===== src/rtl/irq_cap_pkg.sv =====
package irq_cap_pkg;
  typedef enum logic {
    TRIG_LEVEL = 1'b0,
    TRIG_EDGE  = 1'b1
  } trig_e;
endpackage


===== src/rtl/irq_sync.sv =====
module irq_sync #(
  parameter int   STAGES  = 2,
  parameter logic RST_VAL = 1'b1
) (
  input  logic clk,
  input  logic rst,
  input  logic d_i,
  output logic q_o
);
  logic [STAGES-1:0] sh_q;

  always_ff @(posedge clk) begin
    if (rst) sh_q <= {STAGES{RST_VAL}};
    else     sh_q <= {sh_q[STAGES-2:0], d_i};
  end

  assign q_o = sh_q[STAGES-1];
endmodule


===== src/rtl/irq_pin_channel.sv =====
module irq_pin_channel
  import irq_cap_pkg::*;
(
  input  logic clk,
  input  logic rst,
  input  logic synced_i,
  input  logic stb_i,
  input  logic mode_i,
  input  logic ack_i,
  input  logic sw_set_i,
  input  logic sw_clr_i,
  output logic req_o
);
  trig_e trig;
  logic  samp_q;
  logic  flag_q, flag_d;
  logic  fall;

  assign trig = trig_e'(mode_i);
  assign fall = stb_i & samp_q & ~synced_i;

  always_comb begin
    flag_d = flag_q;
    if (trig == TRIG_EDGE) begin
      if (fall)          flag_d = 1'b1;
      else if (sw_set_i) flag_d = 1'b1;
      else if (sw_clr_i) flag_d = 1'b0;
      else if (ack_i)    flag_d = 1'b0;
    end else begin
      if (stb_i)         flag_d = ~synced_i;
      else if (sw_set_i) flag_d = 1'b1;
      else if (sw_clr_i) flag_d = 1'b0;
    end
  end

  always_ff @(posedge clk) begin
    if (rst) begin
      samp_q <= 1'b1;
      flag_q <= 1'b0;
    end else begin
      if (stb_i) samp_q <= synced_i;
      flag_q <= flag_d;
    end
  end

  assign req_o = flag_q;


  no_strobe_hold_chk: assert property (@(posedge clk) disable iff (rst)
    (!stb_i && !ack_i && !sw_set_i && !sw_clr_i) |=> $stable(req_o));

  edge_ack_clear_chk: assert property (@(posedge clk) disable iff (rst)
    (mode_i && ack_i && !stb_i && !sw_set_i) |=> !req_o);

  level_track_chk: assert property (@(posedge clk) disable iff (rst)
    (!mode_i && stb_i) |=> (req_o == !$past(synced_i)));

  level_ack_ignored_chk: assert property (@(posedge clk) disable iff (rst)
    (!mode_i && !stb_i && ack_i && !sw_set_i && !sw_clr_i) |=> $stable(req_o));

  hw_beats_clear_chk: assert property (@(posedge clk) disable iff (rst)
    (mode_i && stb_i && samp_q && !synced_i && sw_clr_i) |=> req_o);
endmodule


===== src/rtl/ext_irq_capture.sv =====
module ext_irq_capture #(
  parameter int NUM_PINS    = 2,
  parameter int SYNC_STAGES = 2
) (
  input  logic                clk,
  input  logic                rst,
  input  logic [NUM_PINS-1:0] pin_n,
  input  logic                mcyc_stb,
  input  logic [NUM_PINS-1:0] mode_edge,
  input  logic [NUM_PINS-1:0] ack,
  input  logic [NUM_PINS-1:0] sw_set,
  input  logic [NUM_PINS-1:0] sw_clr,
  output logic [NUM_PINS-1:0] req
);
  logic [NUM_PINS-1:0] synced;

  for (genvar i = 0; i < NUM_PINS; i++) begin : g_pin
    irq_sync #(.STAGES(SYNC_STAGES), .RST_VAL(1'b1)) u_sync (
      .clk (clk),
      .rst (rst),
      .d_i (pin_n[i]),
      .q_o (synced[i])
    );
    irq_pin_channel u_chan (
      .clk      (clk),
      .rst      (rst),
      .synced_i (synced[i]),
      .stb_i    (mcyc_stb),
      .mode_i   (mode_edge[i]),
      .ack_i    (ack[i]),
      .sw_set_i (sw_set[i]),
      .sw_clr_i (sw_clr[i]),
      .req_o    (req[i])
    );
  end


  reset_clear_chk: assert property (@(posedge clk) rst |=> (req == '0));
endmodule


===== config.mk =====
export PLATFORM = sky130hd
export DESIGN_NAME = ext_irq_capture
export DESIGN_NICKNAME = d
export VERILOG_FILES = /design/src/rtl/irq_cap_pkg.sv /design/src/rtl/irq_sync.sv /design/src/rtl/irq_pin_channel.sv /design/src/rtl/ext_irq_capture.sv
export SDC_FILE = /design/constraint.sdc
export NUM_CORES = 1
export LEC_CHECK = 0
export CAP_MARGIN = 5
export CORE_AREA = 2 2 39 41
export CTS_BUF_LIST = sky130_fd_sc_hd__clkbuf_4 sky130_fd_sc_hd__clkbuf_8 sky130_fd_sc_hd__clkbuf_16
export DETAILED_ROUTE_END_ITERATION = 8
export DIE_AREA = 0 0 41 43
export DONT_BUFFER_PORTS = 1
export GPL_ROUTABILITY_DRIVEN = 0
export SLEW_MARGIN = 15
export SYNTH_ARGS = -nofsm -noshare
export SYNTH_HDL_FRONTEND = slang
export SYNTH_SLANG_ARGS = --single-unit

===== constraint.sdc =====
create_clock -name clk -period 0.9 [get_ports clk]
set_input_delay 0.225 -clock clk [delete_from_list [all_inputs] [get_ports clk]]
set_output_delay 0.225 -clock clk [all_outputs]
set_load 0.01 [all_outputs]

==> run metrics, run 1 <==
Switch Pwr 130 uW; final setup violation count 0; min cycle time layout 0.850 ns; global-route wire length before repair 759 um; vias post-DR 219; yosys warns 0; post-synth design cell area 312 um^2; ratio of cells with drive above 1 in the final layout 11.4%; CTS H-tree depth 1; Tot GR Track Use 6.85%; cell-internal power 543 uW; library cells used by synthesis 14; Core Box Area 1380 um^2; Post-CTS Setup Bufs 0; Setup TNS 0 ns; max-slew violations 0; Max VDD drop 0.000920 V; syn nets 47; worst hold slack 0.0432 ns; Fmax 1.18 GHz; Clock Sinks 8; Critical Path End Type output port; Post-Synthesis Cells 34; Final ANT Viol Nets 0; initial core utilization 22.5%; Hold-fix buffers, CTS 0; Place WS 0.149 ns; DRT Pass-1 Iters 2; sequential element share of the synthesized area 51.4%; CTS Buffer Depth 2; Port Buf Inserts 0; io pins 15; post-CTS sizing 0; total of max-cap violations 0; ant diodes 0; Hold Vio Cnt, Final 0; Die H 43 um; worst slew pin tran 0.150 ns; Net Sw Frac 19.3%; CTS buffer count 3; CTS tree yes; Synth Register Bits 8; layout net count 50; outcome finished clean; WP data required 0.67 ns; Final HPWL DP 388 um; Final Worst Setup Slack 0.0496 ns; crit path DAT 0.63 ns; CTS clk-pin slew, worst paths 0.05 ns; power per cell area 1980 nW/um^2; clock network power share 38.6%; drt first-iter violations 3; vias in the first global route 196; Mapped Avg Cell Area 9.16 um^2; CP Class reg -> out; largest net degree at the start of global routing 9; crit-path max FO 2; Die Area 1760 um^2; GRT overflow 0; RSZ-0062 raised after global routing no; Comb pwr share 4.7%; sequential power share 56.7%; vias per cell 4.29; Leak 0.149 nW; Slew HR 90.0%; root buffer cell clkbuf_4; area grow syn2layout 8.84%; drt drc 0; DIE WIDTH 41 um; initial antenna violation count 0; drt wl/cell 9.18 um; crit share post-route 94.5%; drt total wl 468 um; worst min path class in -> reg; skew final 0.00143 ns; clk_lat worst skew 0.24 ns; Setup crit start kind register; row count 14
power groups by stage:
stage,clock network (mW),registers [mW],logic (mW)
final,0.260,0.382,0.0315
after global routing,0.290,0.383,0.0365
after CTS,0.276,0.382,0.0324
after detailed placement,0,0.389,0.0321
after global placement,0,0.389,0.0316
after floorplan,0,0.383,0.0407
kinds of logic (layout without fill, tap and decap cells):
group           count (synthesis)  in the layout  share of synthesized area, %
compound gates                  8              8                          16.5
buf+inv                         5              6                          8.43
simple gates                   13             13                          23.7
flops                           8              8                          51.4
state kept, by name, summed over array words and instances, names as in the netlist:
name,count
g_pin.u_chan.samp_q,2
g_pin.u_sync.sh_q,4
g_pin.u_chan.req_o,2
area by class of cell:
class,count,area (um^2)
sequential,8,160
clock buffer,3,22.5
tap,16,20.0
fill,145,1040
inverter,3,11.3
multi-input combinational,21,125
layout by cell type, fill, tap and decap left out:
cell / instances
dfxtp_1: 8
a31oi_1: 2
a31o_2: 1
nand2b_1: 1
a21oi_1: 1
inv_1: 3
nand4b_1: 1
and2b_1: 2
or2_1: 4
nor2_1: 2
o21ai_1: 2
nand2_1: 3
clkbuf_4: 3
o21bai_1: 2
worst paths after layout:
check,slack [ns],start,depth (start not counted),to
setup / recovery,0.05,g_pin[1].u_chan.req_o$_SDFFE_PP0P_,0,req[1]
hold / removal,0.04,rst,1,g_pin[1].u_chan.req_o$_SDFFE_PP0P_
setup reg to reg,0.15,g_pin[0].u_sync.sh_q[1]$_SDFF_PP1_,3,g_pin[0].u_chan.req_o$_SDFFE_PP0P_
hold reg to reg,0.40,g_pin[0].u_sync.sh_q[0]$_SDFF_PP1_,1,g_pin[0].u_sync.sh_q[1]$_SDFF_PP1_
Yosys cell counts:
cell / count / area (um^2)
a21oi_1: 1 / 5.00
a31o_2: 1 / 8.76
a31oi_1: 2 / 12.5
and2b_1: 2 / 15.0
buf_4: 2 / 15.0
dfxtp_1: 8 / 160
inv_1: 3 / 11.3
nand2_1: 3 / 11.3
nand2b_1: 1 / 6.26
nand4b_1: 1 / 8.76
nor2_1: 2 / 7.51
o21ai_1: 2 / 10.0
o21bai_1: 2 / 15.0
or2_1: 4 / 25.0
metal layers:
metal  part of all wire, %  GRT usage [%]  up-vias  wire [um]
met1                    43           6.51       95        200
met5                     0              0        -          0
met3                    13           9.42        0         61
met4                     0              0        0          0
met2                    44           9.38        9        206
li1                      -              -      115          -
per-stage QoR:
stage / cells / total power, mW / cell area (um^2) / util (%)
after floorplan: 34 / 0.424 / 312 / -
after global placement: 48 / 0.420 / 317 / 22.9
after detailed placement: 48 / 0.421 / 317 / 22.9
after CTS: 51 / 0.690 / 339 / 24.5
after global routing: 51 / 0.709 / 339 / 24.5
final: 51 / 0.673 / 339 / 24.5
Note: power is estimated with default switching activity, not from simulation.
==> run 2: changes to the inputs <==
--- a/config.mk
+++ b/config.mk
@@ -12,6 +12,7 @@
 export DIE_AREA = 0 0 41 43
 export DONT_BUFFER_PORTS = 1
 export GPL_ROUTABILITY_DRIVEN = 0
+export REMOVE_ABC_BUFFERS = 1
 export SLEW_MARGIN = 15
 export SYNTH_ARGS = -nofsm -noshare
 export SYNTH_HDL_FRONTEND = slang
==> run 2 against run 1 <==
Against the previous run: sequential cell count is the same; global-route usage shrank 0.21 points; critical path depth did not move; utilization unchanged; design area is the same; via count is 1.8% lower; maximum frequency decreased by 0.64%; hold slack worse by 0.0057 ns; clock-buffer cell count unchanged; setup slack worse by 0.0055 ns; highest routed layer unchanged.
==> run metrics, run 2 (synthesis results as in run 1) <==
power per cell area 2000 nW/um^2; Final Core Density 24.5%; vias per cell 4.22; Setup TNS 0 ns; Fmax 1.17 GHz; Clock Sinks 8; DIE WIDTH 41 um; Tot GR Track Use 6.64%; skew final 0.00531 ns; CTS buffer count 3; Critical Path End Type output port; max FFs per register 4; root buffer cell clkbuf_4; CP Class reg -> out; total of max-cap violations 0; CTS Buffer Depth 2; crit share post-route 95.1%; Setup crit start kind register; largest net degree at the start of global routing 9; Comb pwr share 4.6%; Switch Pwr 134 uW; Final HPWL DP 366 um; min cycle time layout 0.856 ns; DRT Pass-1 Iters 1; crit path DAT 0.63 ns; commonest non-fill, non-tap cell in the layout dfxtp_1; Place WS 0.154 ns; ant diodes 0; io pins 15; CTS clk-pin slew, worst paths 0.05 ns; FILL cells 155; worst hold slack 0.0375 ns; ratio of cells with drive above 1 in the final layout 11.4%; Port Buf Inserts 0; clock network power share 39.1%; Slew HR 90.2%; row count 14; post-CTS sizing 0; Post-Place Cells 48; Leak 0.149 nW; most frequent cells in the layout dfxtp_1, or2_1, nand2_1, inv_1, clkbuf_4; CTS H-tree depth 1; Die H 43 um; Hold-fix buffers, CTS 0; CTS tree yes; sequential power share 56.3%; WP data required 0.67 ns; worst slew pin tran 0.147 ns; Final ANT Viol Nets 0; initial core utilization 22.5%; Max VDD drop 0.000952 V; cell-internal power 543 uW; Final Worst Setup Slack 0.0441 ns; worst min path class in -> reg; layout net count 50; RSZ-0062 raised after global routing no; Die Area 1760 um^2; Post-CTS Setup Bufs 0; Net Sw Frac 19.8%; clk_lat worst skew 0.25 ns; drt first-iter violations 0; drt drc 0; area grow syn2layout 8.84%; Non-Filler Instances 51; outcome finished clean; max-slew violations 0; crit-path max FO 2; vias in the first global route 193; drt total wl 468 um; initial antenna violation count 0; Core Box Area 1380 um^2; most flop-heavy register g_pin.u_sync.sh_q; final setup violation count 0; Hold Vio Cnt, Final 0; vias post-DR 215; GRT overflow 0; drt wl/cell 9.18 um; global-route wire length before repair 731 um
## run 2: cell counts in the layout (fill, tap and decap cells not counted)
No cell type changed its count.
## run 2: per-stage QoR
step / power, mW / instance area (um^2)
floorplan: 0.416 / 297
global placement: 0.420 / 317
detailed placement: 0.421 / 317
CTS: 0.692 / 339
global route: 0.717 / 339
finish: 0.677 / 339
## run 2: layout make-up
type / count / area (um^2) / share of cell area, %
multi-input cells: 21 / 125 / 36.9
flip-flops and latches: 8 / 160 / 47.2
well taps: 16 / 20.0 / 5.90
inverters: 3 / 11.3 / 3.32
clock buffers: 3 / 22.5 / 6.64
## run 2: power groups by stage
stage                     Combinational [mW]  Clock [mW]  Sequential (mW)
after floorplan                       0.0286           0            0.387
after global placement                0.0309           0            0.389
after detailed placement              0.0313           0            0.389
after CTS                             0.0315       0.279            0.382
after global routing                  0.0361       0.298            0.383
final                                 0.0311       0.265            0.381
## run 2: metal layers
metal / vias up / wire (um) / global-route usage (%) / part of all wire (%)
met2: 10 / 211 / 8.44 / 45
met3: 0 / 51 / 7.85 / 11
met4: 0 / 0 / 2.00 / 0
met1: 88 / 206 / 6.80 / 44
met5: - / 0 / 0 / 0
li1: 117 / - / - / -
## run 2: path summary, 6_finish.rpt
| kind | start | endpoint | slack (ns) | cells past startpoint |
|---|---|---|---|---|
| worst min-delay path | rst | g_pin[1].u_chan.req_o$_SDFFE_PP0P_ | 0.04 | 1 |
| worst min register to register | g_pin[0].u_sync.sh_q[0]$_SDFF_PP1_ | g_pin[0].u_sync.sh_q[1]$_SDFF_PP1_ | 0.40 | 1 |
| worst max register to register | g_pin[0].u_sync.sh_q[1]$_SDFF_PP1_ | g_pin[0].u_chan.req_o$_SDFFE_PP0P_ | 0.15 | 3 |
| worst max-delay path | g_pin[1].u_chan.req_o$_SDFFE_PP0P_ | req[1] | 0.04 | 0 |
